<file path="config.mk">
export PLATFORM = sky130hd
export DESIGN_NAME = rs485_dir_ctrl
export DESIGN_NICKNAME = d
export VERILOG_FILES = /design/src/rtl/rs485_dir_pkg.sv /design/src/rtl/rs485_turn_timer.sv /design/src/rtl/rs485_txe_irq.sv /design/src/rtl/rs485_dir_ctrl.sv
export SDC_FILE = /design/constraint.sdc
export NUM_CORES = 1
export LEC_CHECK = 0
export BUFFER_PORTS_ARGS = -buffer_cell sky130_fd_sc_hd__buf_2
export CAP_MARGIN = 20
export CORE_AREA = 2 2 39 41
export CTS_CLUSTER_SIZE = 40
export DETAILED_ROUTE_END_ITERATION = 16
export DIE_AREA = 0 0 41 43
export SYNTH_ARGS = -nofsm -noshare
export SYNTH_HDL_FRONTEND = slang
export SYNTH_HIERARCHICAL = 1
export SYNTH_SLANG_ARGS = --single-unit
</file>
<file path="constraint.sdc">
create_clock -name clk -period 1.4 [get_ports clk]
set_input_delay 0.21 -clock clk [delete_from_list [all_inputs] [get_ports clk]]
set_output_delay 0.21 -clock clk [all_outputs]
set_load 0.005 [all_outputs]
</file>
<file path="src/rtl/rs485_dir_pkg.sv">
package rs485_dir_pkg;

    typedef enum logic [1:0] {
        DIR_RX_IDLE = 2'd0,
        DIR_TX_BUSY = 2'd1,
        DIR_TX_TURN = 2'd2
    } dir_state_e;

endpackage

</file>
<file path="src/rtl/rs485_turn_timer.sv">
module rs485_turn_timer #(
    parameter int BIT_TICKS = 16
) (
    input  logic clk,
    input  logic rst_n,
    input  logic clr,
    input  logic en,
    input  logic tick,
    output logic done
);
    localparam int CNT_W = (BIT_TICKS > 1) ? $clog2(BIT_TICKS) : 1;
    localparam logic [CNT_W-1:0] LAST = CNT_W'(BIT_TICKS - 1);

    logic [CNT_W-1:0] cnt;

    assign done = en && tick && (cnt == LAST);

    always_ff @(posedge clk or negedge rst_n) begin
        if (!rst_n) begin
            cnt <= '0;
        end else if (clr) begin
            cnt <= '0;
        end else if (en && tick) begin
            cnt <= done ? '0 : cnt + 1'b1;
        end
    end
endmodule

</file>
<file path="src/rtl/rs485_txe_irq.sv">
module rs485_txe_irq (
    input  logic clk,
    input  logic rst_n,
    input  logic delayed,
    input  logic fifo_empty,
    input  logic shift_busy,
    input  logic fifo_wr,
    input  logic status_rd,
    output logic irq
);
    logic cond;
    logic cond_q;

    always_comb begin
        if (delayed) begin
            cond = fifo_empty && !shift_busy;
        end else begin
            cond = fifo_empty;
        end
    end

    always_ff @(posedge clk or negedge rst_n) begin
        if (!rst_n) begin
            cond_q <= 1'b1;
            irq    <= 1'b0;
        end else begin
            cond_q <= cond;
            if (fifo_wr) begin
                irq <= 1'b0;
            end else if (cond && !cond_q) begin
                irq <= 1'b1;
            end else if (status_rd) begin
                irq <= 1'b0;
            end
        end
    end
endmodule

</file>
<file path="src/rtl/rs485_dir_ctrl.sv">
module rs485_dir_ctrl
    import rs485_dir_pkg::*;
#(
    parameter int BIT_TICKS = 16
) (
    input  logic clk,
    input  logic rst_n,
    input  logic auto_en,
    input  logic dir_invert,
    input  logic fifo_wr,
    input  logic fifo_empty,
    input  logic shift_busy,
    input  logic bit_tick,
    input  logic status_rd,
    output logic dir_out,
    output logic tx_irq
);
    dir_state_e state;
    dir_state_e state_nx;
    logic       activity;
    logic       turn_done;
    logic       timer_en;
    logic       timer_clr;

    assign activity  = fifo_wr || !fifo_empty || shift_busy;
    assign timer_en  = auto_en && (state != DIR_RX_IDLE) && !activity;
    assign timer_clr = !auto_en || activity || (state == DIR_RX_IDLE);

    rs485_turn_timer #(
        .BIT_TICKS(BIT_TICKS)
    ) u_timer (
        .clk  (clk),
        .rst_n(rst_n),
        .clr  (timer_clr),
        .en   (timer_en),
        .tick (bit_tick),
        .done (turn_done)
    );

    rs485_txe_irq u_irq (
        .clk       (clk),
        .rst_n     (rst_n),
        .delayed   (auto_en),
        .fifo_empty(fifo_empty),
        .shift_busy(shift_busy),
        .fifo_wr   (fifo_wr),
        .status_rd (status_rd),
        .irq       (tx_irq)
    );

    always_comb begin
        state_nx = state;
        unique case (state)
            DIR_RX_IDLE: begin
                if (auto_en && activity) state_nx = DIR_TX_BUSY;      // ENTER_TX
            end
            DIR_TX_BUSY: begin
                if (!auto_en)       state_nx = DIR_RX_IDLE;           // DISABLE
                else if (activity)  state_nx = DIR_TX_BUSY;
                else if (turn_done) state_nx = DIR_RX_IDLE;           // RELEASE
                else                state_nx = DIR_TX_TURN;           // START_TURN
            end
            DIR_TX_TURN: begin
                if (!auto_en)       state_nx = DIR_RX_IDLE;           // DISABLE
                else if (activity)  state_nx = DIR_TX_BUSY;           // RESTART
                else if (turn_done) state_nx = DIR_RX_IDLE;           // RELEASE
            end
            default: state_nx = DIR_RX_IDLE;
        endcase
    end

    always_ff @(posedge clk or negedge rst_n) begin
        if (!rst_n) begin
            state <= DIR_RX_IDLE;
        end else begin
            state <= state_nx;
        end
    end

    always_comb begin
        if (state == DIR_RX_IDLE) begin
            dir_out = !dir_invert;
        end else begin
            dir_out = dir_invert;
        end
    end
endmodule

</file>
==> flow_summary.ini <==
[outcome]
run_status = completed

[grt]
grt_max_degree = 9
gr-usage-met2_pct = 18.1
met3_usage_pct = 7.85
grt_pass1_wl_um = 1330
overflow = 0
busiest_layer = met2
grtUsageMet1_pct = 12.5
grt_pass1_vias = 335
track_usage_pct = 12.4
antenna_found_initial = 0

[logic_synthesis]
async_flop_share_pct = 100
yosysSeqAreaShare_pct = 50.8
synth_edf_count = 0
avgSynthCellArea_sq_um = 9.67
dominantRegCellSynth = dfrtp_1
synth_area_sq_um = 397
synthCells = 41
yosysUniqueCellTypes = 19
synth_warnings = 6
postSynthRegisterBits = 8
syn_nets = 51

[route]
wl_per_cell_um = 10.1
drt_wl_total_um = 805
drc = 0
vias = 367
first_iter_violations = 7
ant_nets = 0
via_per_inst = 4.59
dr.pass1.iters = 2

[final_layout]
syn2layout_area_growth_pct = 42.6
post-route-cell-area_sq_um = 566
fillers = 146
antenna_cells = 0
drive_gt1_share_pct = 37.5
fin_cells = 80
nNetsFinal = 75
multiInputGateArea_sq_um = 194
seq_area_sq_um = 201

[worst_hold_path]
hold_class = in -> reg
holdPathStages = 3
hp-start = auto_en
hold_end = u_irq/cond_q$_DFF_PN1_

[clock_network]
clock-sinks = 8
root_buffer = clkbuf_4
insertion_delay_ps = 260
cts_tree = yes
cts_setup_buffers = 0
numCtsBuffers = 3
cts_max_path_buffers = 2
h-tree-depth = 1
clkSlewWorstSetupHoldPaths_ps = 60

[critical_path]
reg2reg_to = u_timer/cnt[3]$_DFFE_PN0P_
slowest_delay_ps = 360
critPathArrivalTime_ps = 1530
slowest_stage = dfrtp_1
required_ps = 1590
cp-start-kind = flip-flop
cp_max_fo = 4
rr_worst_depth = 5
rrSetupSlack_ps = 60
criticalPathCategory = reg -> reg
endpoint_kind = flip-flop
r2r_start = state[1]$_DFFE_PN0P_
path_cells = nor2_2 > nor2_1 > nand3_1 > or3_1 > a21oi_1

[power_and_ir_drop]
leakagePower_uw = 0.000257
finalPower_uw = 501
peakVddDrop_mv = 0.358
power_density_nw_per_um2 = 886

[timing]
fin_crit_sh_pct = 95.6
fin_hold_ws_ps = 200
slew_violations = 0
max_freq_mhz = 747
setup_viol = 0
skew_ps = 13.7
hold_viol = 0
min_period_ps = 1340
worstMarginPinSlew_ps = 266
fin_ws_ps = 61.6
rsz0062_at_grt = true
slew_headroom_pct = 82.2

[floorplanning]
start_util_pct = 28.7
core_sq_um = 1380
die_w_um = 41
dieHeight_um = 43
ios = 11
dieArea_sq_um = 1760
placementRows = 14

[placed_design]
gp_congestion = 0.662
pre_cts_ws_ps = -124
dp.cells = 75
port_buffers = 10
placed_area_sq_um = 527

[flow_run]
maxCapViolCount = 0
-- state kept, by name, indices dropped and copies added, names as in the netlist --
| signal | cells |
|---|---|
| state | 2 |
| u_irq/cond_q | 1 |
| u_irq/irq | 1 |
| u_timer/cnt | 4 |
-- synthesized netlist by cell type, drive strengths merged, types with 2 or more instances --
cell,count,area [sq um]
a21oi,4,20.0
nor2,7,26.3
nand2,4,15.0
xor2,2,17.5
nand3,4,20.0
dfrtp,7,175
-- what timing repair did --
action,in CTS,in global routing
resized for setup,0,1
hold buffers,1,0
setup endpoints to repair,0,2
endpoints found under the hold margin,7,0
-- worst max-delay path by stage --
stage	start	end	slack, ps	cells past startpoint
6_report	state[1]$_DFFE_PN0P_	u_timer/cnt[3]$_DFFE_PN0P_	60	5
5_1_grt	state[1]$_DFFE_PN0P_	u_timer/cnt[3]$_DFFE_PN0P_	-60	5
4_1_cts	state[0]$_DFFE_PN0P_	dir_out	40	4
3_5_place_dp	fifo_wr	u_timer/cnt[3]$_DFFE_PN0P_	-120	6
3_3_place_gp	fifo_wr	u_timer/cnt[3]$_DFFE_PN0P_	-120	6
2_1_floorplan	fifo_wr	u_timer/cnt[0]$_DFFE_PN0P_	140	5
-- cell usage in the layout (no fill, tap or decap), drive strengths merged --
master and instances:
buf 18, dfrtp 7, nor2 7, nand2 4, nand3 4, a21oi 4
clkbuf 4, xor2 2, nand4bb 1, or2 1, inv 1, a221oi 1
xnor2 1, nor3 1, dlygate4sd3 1, a21boi 1, a22o 1, dfstp 1
o21ai 1, or3 1, or3b 1, ha 1
-- cell families (layout without fill, tap and decap cells) --
group	count (synthesis)	after routing	share of synthesized area, %
and+or+nand+nor	20	20	24.9
AOI/OAI and AO/OA	8	8	13.6
adders and majority gates	1	1	3.15
buffers and inverters	1	24	0.945
xor gates and xnor gates	3	3	6.63
DFF	8	8	50.8
-- routing by layer --
metal | up-vias | share of wire [%]
li1 | 192 | -
met1 | 159 | 45
met2 | 11 | 45
met3 | 5 | 7.1
met4 | 0 | 2.5
met5 | - | 0
-- metrics by stage --
stage / utilization, % / setup TNS [ps]
CTS: 40.7 / 0
global route: 40.9 / -80.5
finish: 40.9 / 0
detailed placement: 38.1 / -193
floorplan: - / 0
global placement: 38.1 / -167
-- worst max-delay path: cells and delay by family (launching register included) --
kind / cells / cell delay [ps]
flops: 1 / 360
simple gates: 4 / 760
compound gates: 1 / 150
-- area by class of cell --
cell class                      count  area share (%)
Timing Repair Buffer               19            21.2
Inverter                            1           0.664
Tap cell                           16            3.54
Clock buffer                        4            4.65
Multi-Input combinational cell     32            34.3
Sequential cell                     8            35.6
-- report_power, final --
part	internal, uW	switching [uW]
Combinational	37.0	26.1
Sequential	239	3.33
Clock	109	86.2
Note: power is estimated with default switching activity, not from simulation.
